`config.mk`:
```
export PLATFORM = sky130hd
export DESIGN_NAME = i2c_hang_watchdog
export DESIGN_NICKNAME = d
export VERILOG_FILES = /design/src/rtl/i2c_wd_pkg.sv /design/src/rtl/i2c_wd_sync.sv /design/src/rtl/i2c_wd_timer.sv /design/src/rtl/i2c_wd_recovery.sv /design/src/rtl/i2c_hang_watchdog.sv
export SDC_FILE = /design/constraint.sdc
export NUM_CORES = 1
export LEC_CHECK = 0
export ABC_CLOCK_PERIOD_IN_PS = 4560
export CAP_MARGIN = 10
export CORE_UTILIZATION = 52
export DETAILED_ROUTE_END_ITERATION = 12
export GPL_TIMING_DRIVEN = 0
export HOLD_SLACK_MARGIN = 0.03
export PLACE_DENSITY_LB_ADDON = 0.3
export SLEW_MARGIN = 20
export SYNTH_ARGS = -nofsm -noshare
export SYNTH_HDL_FRONTEND = slang
export SYNTH_SLANG_ARGS = --single-unit
```
`constraint.sdc`:
```
create_clock -name clk -period 4.56 [get_ports clk]
set_clock_uncertainty 0.05 [all_clocks]
set_input_delay 1.14 -clock clk [delete_from_list [all_inputs] [get_ports clk]]
set_output_delay 1.14 -clock clk [all_outputs]
set_load 0.01 [all_outputs]
```
`src/rtl/i2c_wd_pkg.sv`:
```
package i2c_wd_pkg;

    // Recovery sequencer phases
    typedef enum logic [1:0] {
        RC_IDLE = 2'd0,
        RC_LOW  = 2'd1,
        RC_HIGH = 2'd2
    } rc_state_e;

    // Line indices inside the synchronized bus vector
    localparam int unsigned LINE_SDA = 0;
    localparam int unsigned LINE_SCL = 1;
    localparam int unsigned N_LINES  = 2;

endpackage

```
`src/rtl/i2c_wd_sync.sv`:
```
module i2c_wd_sync #(
    parameter int unsigned WIDTH   = 2,
    parameter int unsigned STAGES  = 2,
    parameter logic        RST_VAL = 1'b1
) (
    input  logic             clk,
    input  logic             rst_n,
    input  logic [WIDTH-1:0] async_i,
    output logic [WIDTH-1:0] sync_o
);

    logic [STAGES-1:0][WIDTH-1:0] stage_d;
    logic [STAGES-1:0][WIDTH-1:0] stage_q;

    always_comb begin
        stage_d[0] = async_i;
        for (int s = 1; s < int'(STAGES); s++) begin
            stage_d[s] = stage_q[s-1];
        end
    end

    always_ff @(posedge clk or negedge rst_n) begin
        if (!rst_n) begin
            stage_q <= {(STAGES*WIDTH){RST_VAL}};
        end else begin
            stage_q <= stage_d;
        end
    end

    assign sync_o = stage_q[STAGES-1];

endmodule

```
`src/rtl/i2c_wd_timer.sv`:
```
module i2c_wd_timer #(
    parameter int unsigned SLOW_CYC = 1000,
    parameter int unsigned FAST_CYC = 50
) (
    input  logic clk,
    input  logic rst_n,
    input  logic restart_i,
    input  logic fast_i,
    input  logic disable_i,
    output logic expire_o
);

    localparam int unsigned MAX_CYC = (SLOW_CYC > FAST_CYC) ? SLOW_CYC : FAST_CYC;
    localparam int unsigned TW      = $clog2(MAX_CYC + 1);
    localparam logic [TW-1:0] SLOW_LAST = TW'(SLOW_CYC - 1);
    localparam logic [TW-1:0] FAST_LAST = TW'(FAST_CYC - 1);

    typedef struct packed {
        logic          run;
        logic          dis;
        logic [TW-1:0] cnt;
        logic [TW-1:0] last;
    } tmr_t;

    tmr_t tmr_d, tmr_q;
    logic hit;

    always_comb begin
        tmr_d     = tmr_q;
        tmr_d.dis = disable_i;
        hit       = tmr_q.run && (tmr_q.cnt == tmr_q.last);
        expire_o  = hit && !disable_i && !restart_i;

        if (disable_i) begin
            tmr_d.run = 1'b0;
            tmr_d.cnt = '0;
        end else if (restart_i || tmr_q.dis) begin
            // timeout selection is latched only here
            tmr_d.run  = 1'b1;
            tmr_d.cnt  = '0;
            tmr_d.last = fast_i ? FAST_LAST : SLOW_LAST;
        end else if (hit) begin
            tmr_d.run = 1'b0;
        end else if (tmr_q.run) begin
            tmr_d.cnt = tmr_q.cnt + TW'(1);
        end
    end

    always_ff @(posedge clk or negedge rst_n) begin
        if (!rst_n) begin
            tmr_q.run  <= 1'b0;
            tmr_q.dis  <= 1'b1;
            tmr_q.cnt  <= '0;
            tmr_q.last <= SLOW_LAST;
        end else begin
            tmr_q <= tmr_d;
        end
    end

    // the count never passes the latched limit
    p_cnt_in_range_r2: assert property (@(posedge clk) disable iff (!rst_n)
        tmr_q.run |-> (tmr_q.cnt <= tmr_q.last));

    // an expiry stops the timer until the next restart
    p_stop_after_expire_r12: assert property (@(posedge clk) disable iff (!rst_n)
        expire_o |=> !tmr_q.run);

    // a running countdown keeps its limit
    p_limit_held_r11: assert property (@(posedge clk) disable iff (!rst_n)
        (tmr_q.run && !restart_i && !tmr_q.dis) |=> $stable(tmr_q.last));

endmodule

```
`src/rtl/i2c_wd_recovery.sv`:
```
module i2c_wd_recovery
    import i2c_wd_pkg::*;
#(
    parameter int unsigned LOW_CYC  = 250,
    parameter int unsigned HIGH_CYC = 250,
    parameter int unsigned PULSES   = 9
) (
    input  logic clk,
    input  logic rst_n,
    input  logic start_i,
    input  logic abort_i,
    output logic pull_o,
    output logic active_o,
    output logic rearm_o
);

    localparam int unsigned MAX_PH = (LOW_CYC > HIGH_CYC) ? LOW_CYC : HIGH_CYC;
    localparam int unsigned PW     = $clog2(MAX_PH + 1);
    localparam int unsigned IW     = $clog2(PULSES + 1);
    localparam logic [PW-1:0] LOW_LAST  = PW'(LOW_CYC - 1);
    localparam logic [PW-1:0] HIGH_LAST = PW'(HIGH_CYC - 1);
    localparam logic [IW-1:0] IDX_LAST  = IW'(PULSES - 1);

    typedef struct packed {
        rc_state_e     state;
        logic [PW-1:0] ph;
        logic [IW-1:0] idx;
    } rc_t;

    rc_t rc_d, rc_q;

    always_comb begin
        rc_d    = rc_q;
        rearm_o = 1'b0;
        unique case (rc_q.state)
            RC_IDLE: begin
                if (start_i) begin
                    rc_d.state = RC_LOW;
                    rc_d.ph    = '0;
                    rc_d.idx   = '0;
                end
            end
            RC_LOW: begin
                if (rc_q.ph == LOW_LAST) begin
                    rc_d.state = RC_HIGH;
                    rc_d.ph    = '0;
                end else begin
                    rc_d.ph = rc_q.ph + PW'(1);
                end
            end
            RC_HIGH: begin
                if (rc_q.ph == HIGH_LAST) begin
                    rc_d.ph = '0;
                    if (rc_q.idx == IDX_LAST) begin
                        rc_d.state = RC_IDLE;
                        rearm_o    = 1'b1;
                    end else begin
                        rc_d.state = RC_LOW;
                        rc_d.idx   = rc_q.idx + IW'(1);
                    end
                end else begin
                    rc_d.ph = rc_q.ph + PW'(1);
                end
            end
            default: rc_d.state = RC_IDLE;
        endcase

        if (abort_i) begin
            rc_d.state = RC_IDLE;
            rc_d.ph    = '0;
            rc_d.idx   = '0;
            rearm_o    = 1'b0;
        end
    end

    always_ff @(posedge clk or negedge rst_n) begin
        if (!rst_n) begin
            rc_q.state <= RC_IDLE;
            rc_q.ph    <= '0;
            rc_q.idx   <= '0;
        end else begin
            rc_q <= rc_d;
        end
    end

    assign pull_o   = (rc_q.state == RC_LOW);
    assign active_o = (rc_q.state != RC_IDLE);

    // pulse index stays inside the train
    p_idx_range_r6: assert property (@(posedge clk) disable iff (!rst_n)
        rc_q.idx < IW'(PULSES));

    // a train that ends by itself ends after its last pulse
    p_full_train_r6: assert property (@(posedge clk) disable iff (!rst_n)
        ($fell(active_o) && !$past(abort_i)) |-> ($past(rc_q.idx) == IDX_LAST));

    // abort releases SCL on the next edge
    p_abort_release_r10: assert property (@(posedge clk) disable iff (!rst_n)
        abort_i |=> (!active_o && !pull_o));

endmodule

```
`src/rtl/i2c_hang_watchdog.sv`:
```
module i2c_hang_watchdog
    import i2c_wd_pkg::*;
#(
    parameter int unsigned CLK_HZ          = 50_000_000,
    parameter int unsigned SLOW_CYC        = CLK_HZ,
    parameter int unsigned FAST_CYC        = CLK_HZ / 20_000,
    parameter int unsigned PULSE_LOW_CYC   = CLK_HZ / 200_000,
    parameter int unsigned PULSE_HIGH_CYC  = CLK_HZ / 200_000,
    parameter int unsigned RECOVERY_PULSES = 9,
    parameter int unsigned SYNC_STAGES     = 2
) (
    input  logic clk,
    input  logic rst_n,
    input  logic scl_i,
    input  logic sda_i,
    input  logic wd_disable_i,
    input  logic wd_fast_i,
    output logic bus_busy_o,
    output logic bus_free_o,
    output logic recovery_active_o,
    output logic scl_pull_low_o
);

    typedef struct packed {
        logic scl_p;
        logic sda_p;
        logic busy;
        logic free;
    } mon_t;

    mon_t mon_d, mon_q;

    logic [N_LINES-1:0] lines_async;
    logic [N_LINES-1:0] lines_s;
    logic scl_s, sda_s;
    logic activity, restart, expire;
    logic start_cond, stop_cond, rec_start;
    logic rec_active, rec_pull, rec_rearm;

    assign lines_async[LINE_SCL] = scl_i;
    assign lines_async[LINE_SDA] = sda_i;

    i2c_wd_sync #(
        .WIDTH   (N_LINES),
        .STAGES  (SYNC_STAGES),
        .RST_VAL (1'b1)
    ) sync_i (
        .clk     (clk),
        .rst_n   (rst_n),
        .async_i (lines_async),
        .sync_o  (lines_s)
    );

    assign scl_s = lines_s[LINE_SCL];
    assign sda_s = lines_s[LINE_SDA];

    i2c_wd_timer #(
        .SLOW_CYC (SLOW_CYC),
        .FAST_CYC (FAST_CYC)
    ) timer_i (
        .clk       (clk),
        .rst_n     (rst_n),
        .restart_i (restart),
        .fast_i    (wd_fast_i),
        .disable_i (wd_disable_i),
        .expire_o  (expire)
    );

    i2c_wd_recovery #(
        .LOW_CYC  (PULSE_LOW_CYC),
        .HIGH_CYC (PULSE_HIGH_CYC),
        .PULSES   (RECOVERY_PULSES)
    ) recovery_i (
        .clk      (clk),
        .rst_n    (rst_n),
        .start_i  (rec_start),
        .abort_i  (wd_disable_i),
        .pull_o   (rec_pull),
        .active_o (rec_active),
        .rearm_o  (rec_rearm)
    );

    always_comb begin
        mon_d       = mon_q;
        mon_d.scl_p = scl_s;
        mon_d.sda_p = sda_s;

        activity   = (scl_s != mon_q.scl_p) || (sda_s != mon_q.sda_p);
        // own recovery edges are not bus activity
        restart    = (activity && !rec_active) || rec_rearm;
        start_cond = scl_s && mon_q.scl_p && mon_q.sda_p && !sda_s;
        stop_cond  = scl_s && mon_q.scl_p && !mon_q.sda_p && sda_s;
        rec_start  = expire && !sda_s;

        if (start_cond) begin
            mon_d.busy = 1'b1;
        end else if (stop_cond) begin
            mon_d.busy = 1'b0;
        end
        mon_d.free = expire && sda_s;
        if (mon_d.free) begin
            mon_d.busy = 1'b0;
        end
    end

    always_ff @(posedge clk or negedge rst_n) begin
        if (!rst_n) begin
            mon_q.scl_p <= 1'b1;
            mon_q.sda_p <= 1'b1;
            mon_q.busy  <= 1'b0;
            mon_q.free  <= 1'b0;
        end else begin
            mon_q <= mon_d;
        end
    end

    assign bus_busy_o        = mon_q.busy;
    assign bus_free_o        = mon_q.free;
    assign recovery_active_o = rec_active;
    assign scl_pull_low_o    = rec_pull;

    // the free indication lasts one cycle
    p_free_one_cycle_r12: assert property (@(posedge clk) disable iff (!rst_n)
        bus_free_o |=> !bus_free_o);

    // a disabled watchdog neither frees nor drives SCL
    p_disable_quiet_r9: assert property (@(posedge clk) disable iff (!rst_n)
        wd_disable_i |=> (!bus_free_o && !scl_pull_low_o));

    // no free declaration while a recovery train is running
    p_free_excl_rec_r6: assert property (@(posedge clk) disable iff (!rst_n)
        !(bus_free_o && recovery_active_o));

    // a free declaration leaves the bus idle
    p_free_clears_busy_r4: assert property (@(posedge clk) disable iff (!rst_n)
        bus_free_o |-> !bus_busy_o);

endmodule

```
==> reports/metrics.cfg, run 1 <==
[power_and_ir_drop]
power_density_mw_per_mm2 = 272
leakagePower_uw = 0.00132
ir_worst_vdd_mv = 0.126

[global_route]
global_route.overflow_total = 0
grt_max_degree = 53
grt_pass1_wl_microns = 10400
grt_antenna_before_repair = 0
gr-usage-all-layers_pct = 21.7
grt_pass1_vias = 2227

[synthesis]
fraction_of_registers_with_async_set_reset_pct = 100
synth-seq-area-share_pct = 43.9
syn-mean-instance-area_sq_um = 9.66
synth.top_cells.by_count = 44 x sky130_fd_sc_hd__dfrtp_1, 40 x sky130_fd_sc_hd__nor2_1, 19 x sky130_fd_sc_hd__xnor2_1
synth-edff-count = 0
ys.warnings.count = 0
yosys.cell_types.count = 60
synth.area.top_cells = sky130_fd_sc_hd__dfrtp_1 37%, sky130_fd_sc_hd__dfstp_2 7.0%, sky130_fd_sc_hd__xnor2_1 5.6%, sky130_fd_sc_hd__nor2_1 5.0%, sky130_fd_sc_hd__ha_1 4.2%
yosys_top_cell_area_share_pct = 36.9
synthMostInstantiatedCell = sky130_fd_sc_hd__dfrtp_1
postSynthRegisterBits = 52
post_synth_instance_area_sq_mm = 0.00298
synth_fp_nets = 325
cell_taking_the_most_area_after_synthesis = sky130_fd_sc_hd__dfrtp_1
ys_dominant_reg_cell = sky130_fd_sc_hd__dfrtp_1
postSynthCellCount = 309

[clock_tree]
cts.root.buffer_cell = sky130_fd_sc_hd__clkbuf_8
clock_sinks = 52
cts-buffers-inserted = 5
cts_tree = built
holdBufCountCts = 0
cts.htree.levels = 2
clock_transition_at_the_registers_of_the_reported_paths_ps = 90
post_cts_resize_count = 0
cts_post_setup_buffers_inserted = 0
clk-insertion-delay-late_ps = 310
clock_tree.buffer_depth = 2

[worst_setup_path]
worst-path-max-fanout = 10
setup.worst_path.start = wd_disable_i
timing.reg2reg.setup_slack_ps = 1830
critical_r2r_capture = timer_i.tmr_q[29]
path_cells = clkdlybuf4s50_1 > nand2b_1 > nor4b_1 > nand2b_1 > or3_1 > clkbuf_1 > clkbuf_1 > nor2_1
crit_slowest_cell = sky130_fd_sc_hd__clkdlybuf4s50_1
r2r_cells = 9
timing.critical_path.to_type = flop
max_stage_delay_ps = 500
critPathKind = in -> reg
timing.rr.start = recovery_i.rc_q[12]
worst-endpoint-required_ps = 4690
setup.worst_path.start_class = input port
arrival_ps = 3540

[layout]
fin_util_pct = 59.7
post_route_cells_drive_above_1_share_pct = 11.3
final.fill_count = 465
area_overhead_vs_synth_pct = 10.2
antenna-diode-count = 0
nets = 341

[die]
die_w_microns = 77.8
die-area_sq_mm = 0.00605
initial_core_util_pct = 54.2
io-pin-count = 10
die_height_microns = 77.8
std_cell_rows = 27
core_sq_mm = 0.00551

[timing]
fmax_ghz = 0.293
rsz_0062_raised_after_global_routing = false
tightest_slew_ps = 679
finalCriticalPeriod_ps = 3410
final_period_util_pct = 74.8
final_critical_path_setup_slack_ps = 1150
final-max-slew-violation-count = 0
setup_viol_count_final = 0
finalSetupTns_ps = 0
hold_violations = 0
timing.max_slew.rel_slack_pct = 54.3

[routing]
remaining_drc_errors = 0
drt_iter0_markers = 165
final_antenna_net_count = 0
vias = 2414
routed_via_density = 6.07
detailed_router_iteration_count_before_antenna_repair = 5
routed_wire_length_per_instance_microns = 15.3
totalWireLength_microns = 6110

[place]
place_congestion = 0.864
hpwlAfterDp_microns = 4220
numPortBuffers = 9
pre_cts_slack_ps = 832

[min_path]
timing.hold.worst.class = reg -> reg
whs_endpoint = sync_i.sync_o[0]
min_path_cells = 0
hold_start = sync_i.stage_d[2]

[run]
max-cap-violations = 0

[status]
run_status = finished clean

==> metrics by stage <==
stage	total power, uW	hold slack (ps)	cells	cell area, sq um
finish	893	311	398	3290
detailed placement	554	299	390	3160
global placement	554	296	390	3160
global route	923	317	398	3290
floorplan	527	295	309	2980
CTS	901	312	398	3290
==> state kept, by name (all words and copies together), names as in the netlist <==
signal	count
timer_i.tmr_q	30
mon_q	2
recovery_i.rc_q	14
bus_busy_o	1
bus_free_o	1
sync_i.sync_o	2
sync_i.stage_d	2
==> worst max-delay path by stage <==
| stage | endpoint | cells after the start | slack, ps |
|---|---|---|---|
| after global routing | timer_i.tmr_q[29] | 8 | 930 |
| after floorplan | recovery_i.rc_q[5] | 7 | 1790 |
| after CTS | timer_i.tmr_q[29] | 8 | 1150 |
| final | timer_i.tmr_q[29] | 8 | 1150 |
| after global placement | timer_i.tmr_q[46] | 1 | 760 |
| after detailed placement | timer_i.tmr_q[27] | 8 | 830 |
==> logic make-up (layout without fill, tap and decap cells) <==
group / count (synthesis) / in the layout / share of synthesized area, %
mux: 6 / 6 / 2.31
flops: 52 / 52 / 43.9
buf+inv: 28 / 45 / 4.15
simple gates: 123 / 123 / 21.9
fa+ha+maj: 10 / 10 / 4.19
xor+xnor: 22 / 22 / 6.46
compound gates: 68 / 68 / 17.0
==> area by class of cell <==
type | count | area (sq um) | area share, %
tap | 72 | 90.1 | 2.74
multi-input combinational | 229 | 1550 | 47.1
inverter | 17 | 63.8 | 1.94
timing repair buffer | 9 | 87.6 | 2.66
clock inverter | 1 | 30.0 | 0.913
clock buffer | 7 | 96.3 | 2.93
sequential | 52 | 1310 | 39.9
buffer | 11 | 60.1 | 1.83
==> report_power, final <==
part | switching [uW] | internal (uW) | leakage (uW)
clock network | 154 | 194 | 0.0000645
logic | 43.7 | 23.2 | 0.000567
registers | 6.91 | 472 | 0.000690
==> per-layer routing <==
layer  vias up  wire [microns]  track usage, %
met4         0              74            6.60
li1       1162               -               -
met3         7             280            3.76
met5         -               0               0
met2        65            2750            31.5
met1      1180            3000            32.7
==> worst max-delay path, delay by kind of cell <==
kind | cells | cell delay [ps]
buf+inv | 3 | 1290
simple gates | 5 | 1100
==> cell usage in the layout, fill, tap and decap left out, drive strengths merged, types with 7 or more instances in the layout <==
cell	count
nand2	13
ha	10
nor2	41
nand3	18
o21ai	10
xnor2	19
nand4	13
clkbuf	12
clkdlybuf4s50	8
a21oi	14
buf	7
dfrtp	44
dfstp	8
inv	17
a211oi	11
Power figures use the tool's default switching activity.
==> run 2: changes to the inputs <==
--- a/config.mk
+++ b/config.mk
@@ -5,7 +5,7 @@
 export SDC_FILE = /design/constraint.sdc
 export NUM_CORES = 1
 export LEC_CHECK = 0
-export ABC_CLOCK_PERIOD_IN_PS = 4560
+export ABC_CLOCK_PERIOD_IN_PS = 3350
 export CAP_MARGIN = 10
 export CORE_UTILIZATION = 52
 export DETAILED_ROUTE_END_ITERATION = 12
==> constraint.sdc (replaced) <==
create_clock -name clk -period 3.35 [get_ports clk]
set_clock_uncertainty 0.05 [all_clocks]
set_input_delay 0.8375 -clock clk [delete_from_list [all_inputs] [get_ports clk]]
set_output_delay 0.8375 -clock clk [all_outputs]
set_load 0.01 [all_outputs]
==> results of run 2 <==
Same layout as run 1 (identical final DEF). Status: finished clean.
Main changes from that run: setup slack after placement 832 ps -> -75.6 ps; setup slack after layout 1150 ps -> 241 ps; register-to-register setup slack 1830 ps -> 620 ps; total power 893 uW -> 1220 uW; worst IR drop on VDD 0.126 mV -> 0.172 mV
